<file path="src/rtl/tsn_pkg.sv">
package tsn_pkg;
  localparam int BYTE_W = 8;
  localparam int BIT_CNT_W = $clog2(BYTE_W + 1);

  typedef enum logic [2:0] {
    ST_IDLE, ST_ADDR, ST_ACK, ST_WCMD, ST_WDATA, ST_TX, ST_TACK, ST_IGNORE
  } bus_st_e;

  localparam logic [7:0] PTR_TEMP = 8'h00;
  localparam logic [7:0] PTR_STAT = 8'h01;
  localparam logic [7:0] PTR_CFG  = 8'h02;
  localparam logic [7:0] PTR_HI   = 8'h03;
  localparam logic [7:0] PTR_LO   = 8'h04;

  localparam int CFG_STANDBY = 6;

  localparam int ALM_HI   = 0;
  localparam int ALM_LO   = 1;
  localparam int ALM_OPEN = 2;
  localparam int ALM_N    = 3;
endpackage

</file>
<file path="src/rtl/tsn_line_sampler.sv">
module tsn_line_sampler (
  input  logic clk,
  input  logic rst_n,
  input  logic scl_in,
  input  logic sda_in,
  output logic scl_rise,
  output logic scl_fall,
  output logic start_det,
  output logic stop_det,
  output logic sda_bit
);
  logic scl_q, sda_q;

  always_ff @(posedge clk or negedge rst_n) begin
    if (!rst_n) begin
      scl_q <= 1'b1;
      sda_q <= 1'b1;
    end else begin
      scl_q <= scl_in;
      sda_q <= sda_in;
    end
  end

  assign scl_rise  = !scl_q && scl_in;
  assign scl_fall  = scl_q && !scl_in;
  assign start_det = scl_q && scl_in && sda_q && !sda_in;
  assign stop_det  = scl_q && scl_in && !sda_q && sda_in;
  assign sda_bit   = sda_in;
endmodule

</file>
<file path="src/rtl/tsn_bus_fsm.sv">
module tsn_bus_fsm
  import tsn_pkg::*;
#(
  parameter logic [6:0] ARA_ADDR = 7'h0C
) (
  input  logic              clk,
  input  logic              rst_n,
  input  logic              scl_rise,
  input  logic              scl_fall,
  input  logic              start_det,
  input  logic              stop_det,
  input  logic              sda_bit,
  input  logic [6:0]        dev_addr,
  input  logic              alert_active,
  input  logic [BYTE_W-1:0] rd_data,
  output logic              sda_drive_low,
  output logic              ptr_wr,
  output logic              data_wr,
  output logic              rd_req,
  output logic              ara_ack,
  output logic [BYTE_W-1:0] rx_byte
);
  bus_st_e              st, after_ack;
  logic                 tx_ara;
  logic [BYTE_W-1:0]    shreg;
  logic [BIT_CNT_W-1:0] cnt;
  logic                 rx_state, rx_done;
  logic                 hit_wr, hit_rd, hit_ara;

  assign rx_state = (st == ST_ADDR) || (st == ST_WCMD) || (st == ST_WDATA);
  assign rx_done  = rx_state && scl_fall && (cnt == BIT_CNT_W'(BYTE_W));
  assign hit_wr   = (shreg[7:1] == dev_addr) && !shreg[0];
  assign hit_rd   = (shreg[7:1] == dev_addr) && shreg[0];
  assign hit_ara  = (shreg[7:1] == ARA_ADDR) && shreg[0] && alert_active;

  always_ff @(posedge clk or negedge rst_n) begin
    if (!rst_n) begin
      st        <= ST_IDLE;
      after_ack <= ST_IDLE;
      tx_ara    <= 1'b0;
      shreg     <= '0;
      cnt       <= '0;
    end else if (start_det) begin
      st  <= ST_ADDR;
      cnt <= '0;
    end else if (stop_det) begin
      st <= ST_IDLE;
    end else begin
      case (st)
        ST_ADDR, ST_WCMD, ST_WDATA: begin
          if (scl_rise && cnt != BIT_CNT_W'(BYTE_W)) begin
            shreg <= {shreg[BYTE_W-2:0], sda_bit};
            cnt   <= cnt + 1'b1;
          end else if (rx_done) begin
            cnt <= '0;
            if (st == ST_WCMD) begin
              st        <= ST_ACK;
              after_ack <= ST_WDATA;
            end else if (st == ST_WDATA) begin
              st        <= ST_ACK;
              after_ack <= ST_IGNORE;
            end else if (hit_wr) begin
              st        <= ST_ACK;
              after_ack <= ST_WCMD;
            end else if (hit_rd || hit_ara) begin
              st        <= ST_ACK;
              after_ack <= ST_TX;
              tx_ara    <= !hit_rd;
            end else begin
              st <= ST_IGNORE;
            end
          end
        end
        ST_ACK: begin
          if (scl_fall) begin
            st  <= after_ack;
            cnt <= '0;
            if (after_ack == ST_TX)
              shreg <= tx_ara ? {dev_addr, 1'b1} : rd_data;
          end
        end
        ST_TX: begin
          if (scl_fall) begin
            if (cnt == BIT_CNT_W'(BYTE_W - 1)) begin
              st <= ST_TACK;
            end else begin
              shreg <= {shreg[BYTE_W-2:0], 1'b0};
              cnt   <= cnt + 1'b1;
            end
          end
        end
        ST_TACK: begin
          if (scl_rise) st <= ST_IGNORE;
        end
        default: ;
      endcase
    end
  end

  assign ptr_wr        = (st == ST_WCMD) && rx_done;
  assign data_wr       = (st == ST_WDATA) && rx_done;
  assign rd_req        = (st == ST_ACK) && scl_fall && (after_ack == ST_TX) && !tx_ara && !start_det && !stop_det;
  assign ara_ack       = (st == ST_TACK) && scl_rise && tx_ara && !start_det && !stop_det;
  assign sda_drive_low = (st == ST_ACK) || ((st == ST_TX) && !shreg[BYTE_W-1]);
  assign rx_byte       = shreg;
endmodule

</file>
<file path="src/rtl/tsn_reg_file.sv">
module tsn_reg_file
  import tsn_pkg::*;
#(
  parameter logic [7:0] HI_RST = 8'h50,
  parameter logic [7:0] LO_RST = 8'h00
) (
  input  logic              clk,
  input  logic              rst_n,
  input  logic              ptr_wr,
  input  logic              data_wr,
  input  logic              rd_req,
  input  logic              ara_ack,
  input  logic [BYTE_W-1:0] wr_byte,
  input  logic [BYTE_W-1:0] temp_data,
  input  logic              temp_diode_open,
  input  logic              temp_valid,
  output logic              temp_ready,
  output logic [BYTE_W-1:0] rd_data,
  output logic              alert_n,
  output logic [ALM_N-1:0]  alarm_flags,
  output logic [BYTE_W-1:0] temp_value
);
  logic [BYTE_W-1:0] ptr_q, temp_q, hi_q, lo_q;
  logic              standby_q, served_q;
  logic              accept, stat_rd;
  logic [ALM_N-1:0]  alm_set;

  assign accept  = temp_valid && temp_ready;
  assign stat_rd = rd_req && (ptr_q == PTR_STAT);

  always_comb begin
    alm_set           = '0;
    alm_set[ALM_HI]   = accept && (temp_data > hi_q);
    alm_set[ALM_LO]   = accept && (temp_data < lo_q);
    alm_set[ALM_OPEN] = accept && temp_diode_open;
  end

  for (genvar i = 0; i < ALM_N; i++) begin : g_alarm
    logic flag_q;
    always_ff @(posedge clk or negedge rst_n) begin
      if (!rst_n)          flag_q <= 1'b0;
      else if (alm_set[i]) flag_q <= 1'b1;
      else if (stat_rd)    flag_q <= 1'b0;
    end
    assign alarm_flags[i] = flag_q;
  end

  always_ff @(posedge clk or negedge rst_n) begin
    if (!rst_n) begin
      ptr_q     <= PTR_TEMP;
      temp_q    <= '0;
      hi_q      <= HI_RST;
      lo_q      <= LO_RST;
      standby_q <= 1'b0;
      served_q  <= 1'b0;
    end else begin
      if (accept) temp_q <= temp_data;
      if (ptr_wr) ptr_q <= wr_byte;
      if (data_wr) begin
        case (ptr_q)
          PTR_CFG: standby_q <= wr_byte[CFG_STANDBY];
          PTR_HI:  hi_q      <= wr_byte;
          PTR_LO:  lo_q      <= wr_byte;
          default: ;
        endcase
      end
      if (|alm_set)     served_q <= 1'b0;
      else if (ara_ack) served_q <= 1'b1;
    end
  end

  always_comb begin
    case (ptr_q)
      PTR_TEMP: rd_data = temp_q;
      PTR_STAT: rd_data = {!standby_q, 2'b00, alarm_flags[ALM_HI], alarm_flags[ALM_LO],
                           alarm_flags[ALM_OPEN], 2'b00};
      PTR_CFG:  rd_data = 8'(standby_q) << CFG_STANDBY;
      PTR_HI:   rd_data = hi_q;
      PTR_LO:   rd_data = lo_q;
      default:  rd_data = '0;
    endcase
  end

  assign temp_ready = !standby_q;
  assign alert_n    = !((|alarm_flags) && !served_q);
  assign temp_value = temp_q;
endmodule

</file>
<file path="src/rtl/thermal_smb_slave.sv">
module thermal_smb_slave
  import tsn_pkg::*;
#(
  parameter logic [6:0] ADDR_BASE = 7'h18,
  parameter logic [6:0] ARA_ADDR  = 7'h0C,
  parameter logic [7:0] HI_RST    = 8'h50,
  parameter logic [7:0] LO_RST    = 8'h00
) (
  input  logic       clk,
  input  logic       rst_n,
  input  logic       scl_in,
  input  logic       sda_in,
  output logic       sda_drive_low,
  input  logic       strap_a,
  input  logic [1:0] strap_b,
  input  logic [7:0] temp_data,
  input  logic       temp_diode_open,
  input  logic       temp_valid,
  output logic       temp_ready,
  output logic       alert_n
);
  logic              scl_rise, scl_fall, start_det, stop_det, sda_bit;
  logic              ptr_wr, data_wr, rd_req, ara_ack;
  logic [BYTE_W-1:0] rx_byte, rd_data, temp_w;
  logic [ALM_N-1:0]  alarm_w;
  logic [6:0]        dev_addr;
  logic [1:0]        strap_code;

  assign strap_code = (strap_b == 2'b11) ? 2'b10 : strap_b;

  always_ff @(posedge clk) begin
    if (!rst_n) dev_addr <= {ADDR_BASE[6:3], strap_code, strap_a};
  end

  tsn_line_sampler u_lines (
    .clk(clk), .rst_n(rst_n), .scl_in(scl_in), .sda_in(sda_in),
    .scl_rise(scl_rise), .scl_fall(scl_fall), .start_det(start_det),
    .stop_det(stop_det), .sda_bit(sda_bit)
  );

  tsn_bus_fsm #(.ARA_ADDR(ARA_ADDR)) u_fsm (
    .clk(clk), .rst_n(rst_n), .scl_rise(scl_rise), .scl_fall(scl_fall),
    .start_det(start_det), .stop_det(stop_det), .sda_bit(sda_bit),
    .dev_addr(dev_addr), .alert_active(!alert_n), .rd_data(rd_data),
    .sda_drive_low(sda_drive_low), .ptr_wr(ptr_wr), .data_wr(data_wr),
    .rd_req(rd_req), .ara_ack(ara_ack), .rx_byte(rx_byte)
  );

  tsn_reg_file #(.HI_RST(HI_RST), .LO_RST(LO_RST)) u_regs (
    .clk(clk), .rst_n(rst_n), .ptr_wr(ptr_wr), .data_wr(data_wr),
    .rd_req(rd_req), .ara_ack(ara_ack), .wr_byte(rx_byte),
    .temp_data(temp_data), .temp_diode_open(temp_diode_open),
    .temp_valid(temp_valid), .temp_ready(temp_ready), .rd_data(rd_data),
    .alert_n(alert_n), .alarm_flags(alarm_w), .temp_value(temp_w)
  );
endmodule

</file>
<file path="config.mk">
export PLATFORM = sky130hd
export DESIGN_NAME = thermal_smb_slave
export DESIGN_NICKNAME = d
export VERILOG_FILES = /design/src/rtl/tsn_pkg.sv /design/src/rtl/tsn_line_sampler.sv /design/src/rtl/tsn_bus_fsm.sv /design/src/rtl/tsn_reg_file.sv /design/src/rtl/thermal_smb_slave.sv
export SDC_FILE = /design/constraint.sdc
export NUM_CORES = 1
export LEC_CHECK = 0
export ABC_AREA = 1
export BUFFER_PORTS_ARGS = -buffer_cell sky130_fd_sc_hd__buf_2
export CORE_ASPECT_RATIO = 0.6
export CORE_MARGIN = 2
export CORE_UTILIZATION = 25
export CTS_CLUSTER_SIZE = 25
export DETAILED_ROUTE_END_ITERATION = 12
export PLACE_DENSITY = 0.41
export SETUP_SLACK_MARGIN = 0.05
export SYNTH_ARGS = -nofsm -noshare
export SYNTH_HDL_FRONTEND = slang
export SYNTH_SLANG_ARGS = --single-unit
export TNS_END_PERCENT = 1
</file>
<file path="constraint.sdc">
create_clock -name clk -period 2.55 [get_ports clk]
set_clock_uncertainty 0.05 [all_clocks]
set_input_delay 0.1275 -clock clk [delete_from_list [all_inputs] [get_ports clk]]
set_output_delay 0.1275 -clock clk [all_outputs]
set_load 0.02 [all_outputs]
</file>
Word level (Yosys, flattened, before mapping)
Index checks and enable logic that the tools add are counted.

word-level totals
  bits in registers = 61
  word-level logic and storage cells = 168
  bits of input ports = 17
  bits in latches = 0
  memories = 0
  bits in writable memories = 0
  bits in read-only memories = 0

cells by class
  order comparisons = 2
  reductions and logical operators = 69
  divide/modulo/power cells = 0
  add/sub/neg operators = 1
  shift operators = 0
  mux-type cells = 39
  $mul = 0
  bitwise logic cells = 6
  equality and inequality tests = 33

operators with widths
  kind                  number
  $mux W3               16
  $mux W8               6
  $pmux W8 S5           1
  $logic_and A1 B1 Y1   32
  $mux W4               7
  $ne A4 B1 Y1 const B  6
  $pmux W8 S3           1
  $eq A8 B2 Y1 const B  2
  $logic_not A1 Y1      13
  $eq A3 B3 Y1 const B  4
  $pmux W3 S4           1
  $pmux W4 S3           1
  $reduce_and A6 Y1     2
  $ne A2 B1 Y1 const B  5
  $reduce_and A9 Y1     1
  $reduce_or A3 Y1      3
  $eq A8 B1 Y1 const B  1
  $eq A8 B3 Y1 const B  1
  $gt A8 B8 Y1          1
  $logic_not A8 Y1      1
  $lt A8 B8 Y1          1
  $reduce_and A8 Y1     1
  $reduce_bool A2 Y1    4
  $reduce_bool A4 Y1    2
  other kinds (20)      37

Logic depth before layout (Yosys ltp)
Gate-level depths: netlist (run 1).

  word-level depth = 13
  gate-level depth with buffers = 12
  depth with buffers taken out = 11

Cells and area by module
Synthesis (run 1) repeated with hierarchy kept, for this count alone.

unflattened totals
  cells, all modules = 503
  area total of the unflattened synthesis = 3,873.7 µm²

modules (own cells, without submodules)
  module             cells each  times used  area each (µm²)
  tsn_reg_file       261         1           2,198.4
  tsn_bus_fsm        218         1           1,457.6
  thermal_smb_slave  10          1           116.4
  tsn_line_sampler   14          1           101.3

Worst setup path after synthesis (run 1)
Ideal clock, no wire load.

  path kind = register -> register
  from = reg u_fsm.st[0]
  to = reg u_regs.hi_q[5]
  period minus slack after synthesis = 1.550 ns
  setup slack = 1.000 ns
  cell stages (with the launch flop) = 10
  required time = 2.379 ns
  arrival time = 1.379 ns
  setup time = 0.121 ns
  cell sequence = dfrtp_1 > inv_1 > nand3_4 > o21ai_2 > nand3b_4 > nor2_4 > nand3_4 > buf_6 > nand2_1 > o21ai_2

between the ends
  cells in the longest elaborated chain, start to end = 7
  elaborated cells on any way between the ends = 9
  classes of those cells = eq/ne: 3; reduce/logical: 6

ends and longest elaborated chain
  item                                          RTL line            source
  start: declaration                            tsn_bus_fsm.sv:23   bus_st_e st, after_ack;
  start signal: assignment                      tsn_bus_fsm.sv:76   st <= after_ack;
  $eq A3 B1 Y1 or $eq A3 B2 Y1 (tied branches)  tsn_bus_fsm.sv:30   assign rx_state = (st == ST_ADDR) || (st == ST_WCMD) || (st == ST_WDATA);
  $logic_or A1 B1 Y1 (2 in series)              tsn_bus_fsm.sv:30
  $logic_and A1 B1 Y1 (2 in series)             tsn_bus_fsm.sv:31   assign rx_done = rx_state && scl_fall && (cnt == BIT_CNT_W'(BYTE_W));
  $logic_and A1 B1 Y1 *                         tsn_bus_fsm.sv:101  assign data_wr = (st == ST_WDATA) && rx_done;
  $reduce_and A2 Y1 (no line) *                 -
  end signal: assignment                        tsn_reg_file.sv:62  PTR_HI: hi_q <= wr_byte;
  end: declaration                              tsn_reg_file.sv:23  logic [BYTE_W-1:0] ptr_q, temp_q, hi_q, lo_q;

Mark *: on every way between the ends. The rest lies on a longest branch, timed or not.
A chain may end at the register's enable or synchronous reset.

Worst setup path after layout (run 1)
  from = reg u_fsm.st[1]
  to = out sda_drive_low

between the ends
  cells in the longest elaborated chain, start to end = 3
  elaborated cells on any way between the ends = 4
  classes of those cells = eq/ne: 2; reduce/logical: 2

ends and longest elaborated chain
  item                  RTL line                 source
  $eq A3 B3 Y1          tsn_bus_fsm.sv:104       assign sda_drive_low = (st == ST_ACK) || ((st == ST_TX) && !shreg[BYTE_W-1]);
  $logic_and A1 B1 Y1   tsn_bus_fsm.sv:104
  $logic_or A1 B1 Y1 *  tsn_bus_fsm.sv:104
  end: declaration      thermal_smb_slave.sv:13  output logic sda_drive_low,

Marks and branches as above.

==> impl_metrics.yaml, run 1 <==
status:
  status: "completed"
final_layout:
  antennaDiodeCount: 0
  area_growth_pct: 19.4
  layout.nets: 538
  fin_area_sq_um: 4310
  fillers: 1525
  drive_gt1_share_pct: 14.5
  multi_input_area_sq_um: 1750
  post-route-util_pct: 31.1
  register_area_sq_um: 1550
setup_path:
  arrival_ps: 1950
  path_max_fanout: 18
  r2r-start: "u_fsm.st[1]"
  reg2reg_slack_ps: 540
  crit_end: "sda_drive_low"
  start_kind: "register"
  end_kind: "output pin"
  crit_start: "u_fsm.st[1]"
  cp.required_ps: 2370
  r2r-end: "u_fsm.rx_byte[0]"
  r2r_cells: 9
  critical_path_class: "register to output pin"
pwr:
  seqPwrFrac_pct: 34.4
  ir_worst_vdd_uv: 360
  internal-power_w: 0.00221
  switching_share_pct: 39.7
  p_per_area_nw_per_um2: 850
  p_comb_share_pct: 34.1
  p_switching_w: 0.00145
  leakage_nw: 2.06
  clkPwrFrac_pct: 31.5
run:
  cap_viol_max_count: 0
clocking:
  ctsHoldBuffers: 10
  cts_tree: "built"
  path_clk_slew_ps: 50
  post_cts_buffers: 0
  cts_buffers: 9
  clock_sinks: 61
  cts_root_buffer: "clkbuf_16"
  clock_latency_ps: 330
  post_cts_resized: 0
  cts_buffer_depth: 2
  cts_max_level: 3
sta:
  hold_violations: 0
  min_period_ps: 2130
  slew_violations: 0
  holdWs_ps: 0.218
  relSlewSlack_pct: 64.0
  tightest_slew_ps: 536
  rsz0062_at_grt: "false"
  final.setup.tns_ps: 0
  min_period_over_period_pct: 83.5
  max_freq_mhz: 470
  worst_slack_ps: 420
  setup_viol: 0
route:
  first_pass_iters: 4
  drc_errors: 0
  detail_route.wl_per_cell_um: 14.9
  dr_wl_met3_um: 674
  postRouteAntennaNets: 0
  wirelength_mm: 10.4
  wl_met1_mm: 5.90
  num_vias: 3222
  highest_layer: "met4"
  wl_met2_mm: 3.77
  dr.first_iter.drc_count: 232
  vias_per_cell: 4.60
synth:
  avgSynthCellArea_sq_um: 7.74
  synthesis.nets: 500
  yosysTopAreaCell: "dfrtp_1"
  synth.top_cells.by_count: "nand2_1, inv_1, dfrtp_1, nor2_1, o21ai_0"
  yosys_warnings: 0
  yosys_most_used_dff: "dfrtp_1"
  ys_types: 39
  syn_area_sq_um: 3610
  synth.area.top_cells: "dfrtp_1, nand2_1, inv_1"
  syn_inst: 466
  ys_seq_area_share_pct: 42.9
  synth_top_area_share_pct: 37.4
  synth_edf_count: 3
  synth_most_common_cell: "nand2_1"
  synthArstFlopShare_pct: 95.1
  synth_seq_cells: 61
floorplanning:
  core_sq_um: 13900
  start_util_pct: 26.0
  row_count: 33
  die_area_sq_um: 15400
  io_pins: 20
  die_h_um: 97.1
  die_w_um: 159
placement:
  dp_hpwl_mm: 8.12
  dp_slack_ps: 559
  place.gp.congestion: 0.833
  port_buffers: 19
  place_area_sq_um: 3930
min_path:
  hp-class: "input pin to register"
grt:
  grt_antenna_before_repair: 0
  groute.usage.overall_pct: 14.1
  globalRouteOverflowTotal: 0
  grt_pass1_vias: 2916
  grt_pass1_wl_mm: 16.7
  grt_max_degree: 23
[logic make-up (layout without fill, tap and decap cells)]
group                      count (synthesis)  count (layout)  synth area share (%)
AOI/OAI and AO/OA                         96              96                  15.5
and+or+nand+nor                          214             214                  26.6
xor gates and xnor gates                   2               2                 0.486
DFF                                       61              61                  42.9
buffers and inverters                     76             119                  8.74
adders and majority gates                 17              17                  5.89
[sequential cells by signal, summed over array words and instances (netlist names), 4 cells and up]
signal,cells
u_regs.hi_q,8
u_fsm.rx_byte,8
u_regs.temp_value,8
u_regs.ptr_q,8
u_fsm.cnt,4
u_regs.lo_q,8
[placed cells by master, fill, tap and decap left out, types with 2 or more instances in the layout]
| cell type | instances |
|---|---|
| dfstp_2 | 4 |
| nand2_1 | 125 |
| nand3_1 | 23 |
| a21oi_1 | 27 |
| clkbuf_16 | 9 |
| nand2_2 | 2 |
| buf_4 | 6 |
| ha_1 | 17 |
| inv_1 | 62 |
| buf_2 | 19 |
| edfxtp_1 | 3 |
| nor3_2 | 2 |
| clkinv_2 | 3 |
| nor2_2 | 2 |
| o21ai_0 | 38 |
| dlygate4sd3_1 | 10 |
| o22ai_1 | 2 |
| o21ai_2 | 10 |
| clkbuf_8 | 2 |
| xor2_1 | 2 |
| nor3_1 | 3 |
| nand4_1 | 6 |
| nand3_4 | 2 |
| o21a_1 | 2 |
| dfrtp_1 | 54 |
| nor2_1 | 41 |
| o21ai_1 | 9 |
| nor4_1 | 3 |
| inv_2 | 5 |
[worst min path at each step]
stage,from,end,slack (ps),cells after the start
finish,temp_data[4],u_regs.temp_value[4],0.2,3
global route,temp_data[4],u_regs.temp_value[4],10,3
CTS,temp_data[2],u_regs.temp_value[2],0.5,3
detailed placement,rst_n,u_regs.lo_q[4],60,1
global placement,rst_n,u_regs.temp_value[6],70,1
floorplan,rst_n,u_fsm.after_ack[0],-220,0
[worst max-delay path, cell delays in order (launching register included)]
cell and delay (ps):
dfrtp_1 340, inv_1 120, nor2_1 200, nand2_2 290, inv_2 220, nor2_1 90, a21oi_1 160, buf_2 190
[power by group through the flow]
stage	clock [W]	combinational [W]	sequential, W
global placement	0	0.00125	0.00127
floorplan	0	0.000924	0.00123
detailed placement	0	0.00124	0.00127
finish	0.00115	0.00125	0.00126
CTS	0.00119	0.00126	0.00126
global route	0.00124	0.00144	0.00128
[per-stage QoR]
stage / std cells / power (W)
detailed placement: 675 / 0.00251
finish: 701 / 0.00366
CTS: 701 / 0.00370
floorplan: 466 / 0.00215
global route: 701 / 0.00396
global placement: 675 / 0.00252
[metal layers]
| layer | global-route usage [%] | vias to the layer above |
|---|---|---|
| met5 | 0 | - |
| met4 | 3.71 | 0 |
| met3 | 4.14 | 9 |
| met2 | 17.3 | 81 |
| met1 | 23.0 | 1532 |
| li1 | - | 1600 |
[cell type report]
cell class                      count  area share, %
Inverter                           68           5.93
Clock buffer                       12           5.95
Multi-Input combinational cell    329           40.5
Sequential cell                    61           35.9
Clock inverter                      4          0.523
Timing Repair Buffer               35           5.58
Tap cell                          192           5.58
No activity file was read; power rests on OpenSTA's default activity.
==> inputs of run 2 (changes only) <==
Settings changed: ABC_AREA 1 to 0, PLACE_DENSITY 0.41 to 0.43.
Clock period 2.55 ns to 1.9 ns, I/O delays scaled along.
==> impl_metrics.yaml, run 2 <==
run:
  cap_viol_max_count: 0
floorplanning:
  io_pins: 20
  start_util_pct: 25.8
  die_w_um: 158
  die_h_um: 96.3
  core_sq_um: 13700
  row_count: 33
  die_area_sq_um: 15200
status:
  status: "finished with violations"
  violations: "negative setup slack"
synth:
  synth.area.top_cells: "dfrtp_1, mux2_1, ha_1"
  synth_edf_count: 3
  ys_seq_area_share_pct: 43.5
  synth_most_common_cell: "dfrtp_1"
  yosys_most_used_dff: "dfrtp_1"
  yosysTopAreaCell: "dfrtp_1"
  synthesis.nets: 376
  synthArstFlopShare_pct: 95.1
  yosys_warnings: 0
  syn_inst: 342
  synth_top_area_share_pct: 38.0
  synth.top_cells.by_count: "dfrtp_1, mux2_1, inv_1, nand2_1, ha_1"
  avgSynthCellArea_sq_um: 10.4
  ys_types: 59
  synth_seq_cells: 61
  syn_area_sq_um: 3550
final_layout:
  multi_input_area_sq_um: 1990
  antennaDiodeCount: 0
  area_growth_pct: 39.9
  drive_gt1_share_pct: 37.4
  final_cell_mix: "buf_4, dfrtp_1, mux2_1"
  post-route-util_pct: 36.1
  register_area_sq_um: 1550
  final_common_cell: "buf_4"
  fillers: 1376
  layout.nets: 484
clocking:
  path_clk_slew_ps: 60
  cts_max_level: 3
  cts_buffers: 9
  cts_buffer_depth: 2
  clock_sinks: 61
  cts_root_buffer: "clkbuf_16"
  cts_tree: "built"
  clock_latency_ps: 330
pwr:
  p_comb_share_pct: 40.8
  clkPwrFrac_pct: 29.8
  internal-power_w: 0.00353
  ir_worst_vdd_uv: 465
  leakage_nw: 2.28
  p_per_area_nw_per_um2: 1090
  seqPwrFrac_pct: 29.4
  switching_share_pct: 35.2
  p_switching_w: 0.00191
  total_power_w: 0.00544
setup_path:
  r2r-end: "u_fsm.after_ack[2]"
  crit_end: "u_fsm.after_ack[2]"
  path_max_fanout: 6
  end_kind: "register"
  arrival_ps: 2230
  crit_start: "u_fsm.rx_byte[1]"
  cp.required_ps: 2060
  reg2reg_slack_ps: -180
  r2r_cells: 7
  start_kind: "register"
  critical_path_class: "register to register"
  r2r-start: "u_fsm.rx_byte[1]"
grt:
  grt_pass1_wl_mm: 18.1
  groute.usage.overall_pct: 16.4
  grt_pass1_vias: 3019
  grt_max_degree: 59
  grt_antenna_before_repair: 0
  globalRouteOverflowTotal: 0
sta:
  min_period_over_period_pct: 109
  slew_violations: 0
  holdWs_ps: 14.8
  relSlewSlack_pct: 47.5
  min_period_ps: 2080
  setup_viol: 44
  rsz0062_at_grt: "true"
  worst_slack_ps: -176
  tightest_slew_ps: 787
  hold_violations: 0
  final.setup.tns_ps: -4640
  max_freq_mhz: 482
route:
  first_pass_iters: 4
  postRouteAntennaNets: 0
  drc_errors: 0
  dr.first_iter.drc_count: 205
  vias_per_cell: 4.72
  detail_route.wl_per_cell_um: 17.5
  num_vias: 3053
  wirelength_mm: 11.3
placement:
  place.gp.congestion: 0.845
  dp_hpwl_mm: 8.62
  port_buffers: 19
  dp_slack_ps: -325
min_path:
  hp-class: "input pin to register"
## run 2: worst min-delay path by stage
stage / start / endpoint / slack, ps / depth (start not counted)
CTS: temp_data[4] / u_regs.temp_value[4] / 0.2 / 2
global route: temp_data[4] / u_regs.temp_value[4] / 7 / 2
floorplan: rst_n / u_fsm.after_ack[0] / -250 / 0
finish: temp_data[4] / u_regs.temp_value[4] / 10 / 2
global placement: sda_in / u_lines.sda_q / 210 / 1
detailed placement: sda_in / u_lines.sda_q / 210 / 1
## run 2: final cells by class
class | instances | share of cell area, %
repair buffers | 109 | 16.3
multi-input cells | 243 | 40.0
well taps | 192 | 4.83
inverters | 26 | 1.96
clock buffers | 9 | 4.53
clock inverters | 7 | 1.31
flip-flops and latches | 61 | 31.1
## run 2: metrics by stage
stage               instance area, sq um  cells
floorplan                           3560    342
global placement                    4470    624
detailed placement                  4470    624
CTS                                 4920    646
global route                        4970    647
finish                              4970    647
## run 2: metal layers
metal,wire length (um),vias up,global-route usage (%)
li1,-,1473,-
met1,6570,1505,27.3
met2,4050,67,20.3
met3,636,8,3.65
met4,83,0,3.26
met5,0,-,0
## run 2: repair_timing
action	in CTS	in global routing
hold buffers	6	0
resized for setup	26	12
setup buffers	0	1
setup endpoints to repair	49	49
pin swaps	12	7
hold endpoints to repair	60	0
## run 2: cell families after synthesis
family                   synth area share (%)
AO/OA/AOI/OAI                            14.9
XOR/XNOR                                0.986
adder cells (fa/ha/maj)                  5.99
buffers and inverters                    4.33
flip-flops                               43.5
multiplexers                             15.4
AND/OR/NAND/NOR                          14.9
## run 2: worst max-delay path: stages, from the launching register on
cell and delay [ps]:
dfrtp_1 400, buf_4 180, xnor2_1 140, nand4_1 230, buf_4 220, nor3_1 280, nand3_1 150, mux2_1 310
## run 2: power by group through the flow
stage | clock network (W) | registers (W) | logic [W]
final | 0.00162 | 0.00160 | 0.00222
after global routing | 0.00174 | 0.00161 | 0.00243
after CTS | 0.00167 | 0.00158 | 0.00215
after detailed placement | 0 | 0.00160 | 0.00207
after global placement | 0 | 0.00159 | 0.00208
after floorplan | 0 | 0.00164 | 0.00104
==> inputs of run 3 (changes only) <==
Settings changed: CORE_ASPECT_RATIO 0.6 to 1.4.
==> impl_metrics.yaml, run 3 (same netlist as run 2, synthesis figures left out) <==
status:
  status: "finished with violations"
  violations: "negative setup slack"
placement:
  place_inst: 606
  dp_hpwl_mm: 7.94
  port_buffers: 19
  place.gp.congestion: 0.803
route:
  num_vias: 2993
  detail_route.wl_per_cell_um: 16.4
  first_pass_iters: 4
  drc_errors: 0
  vias_per_cell: 4.68
  postRouteAntennaNets: 0
  dr.first_iter.drc_count: 67
  wirelength_mm: 10.5
final_layout:
  area_growth_pct: 44.5
  drive_gt1_share_pct: 40.5
  stdcell_count: 639
  final_common_cell: "buf_4"
  layout.nets: 483
  multi_input_area_sq_um: 2110
  fillers: 1468
  register_area_sq_um: 1550
  antennaDiodeCount: 0
  post-route-util_pct: 36.9
  final_cell_mix: "buf_4, dfrtp_1, inv_1"
grt:
  grt_max_degree: 49
  grt_use_met3_pct: 3.23
  grt_busiest_layer: "met2"
  groute.usage.overall_pct: 14.4
  grt_use_met1_pct: 16.8
  globalRouteOverflowTotal: 0
  grt_util_met2_pct: 25.5
  grt_antenna_before_repair: 0
  grt_pass1_vias: 3152
  grt_pass1_wl_mm: 16.9
sta:
  worst_slack_ps: -128
  min_period_over_period_pct: 107
  max_freq_mhz: 493
  min_period_ps: 2030
  hold_violations: 0
  relSlewSlack_pct: 62.7
  rsz0062_at_grt: "true"
  slew_violations: 0
  tightest_slew_ps: 555
  setup_viol: 41
floorplanning:
  start_util_pct: 25.5
  core_sq_um: 13900
  die_h_um: 145
  die_w_um: 105
  row_count: 51
  io_pins: 20
  die_area_sq_um: 15200
setup_path:
  start_kind: "register"
  arrival_ps: 2190
  path_max_fanout: 3
  critical_path_class: "register to register"
  end_kind: "register"
  cp.required_ps: 2070
clocking:
  cts_max_level: 3
  cts_buffers: 9
  cts_buffer_depth: 2
  clock_latency_ps: 330
  cts_root_buffer: "clkbuf_16"
  clock_sinks: 61
  path_clk_slew_ps: 60
  cts_tree: "built"
pwr:
  internal-power_w: 0.00376
  p_per_area_nw_per_um2: 1100
  seqPwrFrac_pct: 28.0
  ir_worst_vdd_uv: 567
  p_switching_w: 0.00190
  switching_share_pct: 33.6
  leakage_nw: 2.30
  clkPwrFrac_pct: 28.6
  p_comb_share_pct: 43.4
run:
  cap_viol_max_count: 0
min_path:
  hp-class: "input pin to register"
==> run 3: path summary, 6_finish.rpt <==
path / from / cells after the start / slack (ps) / endpoint
max: u_lines.scl_q / 5 / -130 / u_regs.g_alarm[2].flag_q
min: temp_data[6] / 2 / 30 / u_regs.temp_value[6]
max reg2reg: u_lines.scl_q / 5 / -130 / u_regs.g_alarm[2].flag_q
min reg2reg: u_regs.temp_value[0] / 1 / 460 / u_regs.temp_value[0]
max in group asynchronous: rst_n / 3 / 1060 / u_lines.scl_q
min in group asynchronous: rst_n / 2 / 140 / u_regs.temp_value[1]
==> run 3: metal layers <==
metal	share of wire [%]	vias to the layer above
met5	0	-
met4	2.0	0
met3	2.8	11
met2	52	35
met1	43	1477
li1	-	1470
==> run 3: what timing repair did <==
item / 4_1_cts / 5_1_grt
endpoints found under the setup margin: 46 / 48
pin swaps: 16 / 7
hold buffers: 12 / 0
hold endpoints to repair: 65 / 0
cloned: 0 / 0
setup buffers: 4 / 1
gates resized for setup: 45 / 22
==> run 3: per-stage QoR <==
step / total power (W) / TNS [ps] / hold WS (ps) / setup slack [ps] / cell area, sq um
final: 0.00566 / -3010 / 30.4 / -128 / 5130
after global placement: 0.00365 / -8230 / -45.4 / -275 / 4400
after detailed placement: 0.00365 / -8960 / -46.6 / -278 / 4400
after floorplan: 0.00268 / -1910 / -251 / -91.5 / 3560
after global routing: 0.00600 / -6610 / 25.7 / -182 / 5130
after CTS: 0.00560 / -4460 / 11.3 / -139 / 5030
==> run 3: final cells by class <==
| class | count | share of cell area, % |
|---|---|---|
| clock buffer | 12 | 4.80 |
| tap | 185 | 4.51 |
| multi-input combinational | 243 | 41.0 |
| sequential | 61 | 30.1 |
| clock inverter | 4 | 0.927 |
| inverter | 26 | 1.90 |
| timing repair buffer | 108 | 16.7 |
==> run 3: power groups by stage <==
stage / logic, W / clock network, W / registers, W
after floorplan: 0.00104 / 0 / 0.00164
after global placement: 0.00206 / 0 / 0.00158
after detailed placement: 0.00207 / 0 / 0.00159
after CTS: 0.00237 / 0.00166 / 0.00157
after global routing: 0.00267 / 0.00173 / 0.00160
final: 0.00246 / 0.00162 / 0.00158
==> run 3: critical path: stages, from the launching register on <==
cell and delay, ps:
dfstp_2 540, nor2b_4 160, nand4b_1 150, or3_1 360
or4_4 450, a22o_1 200
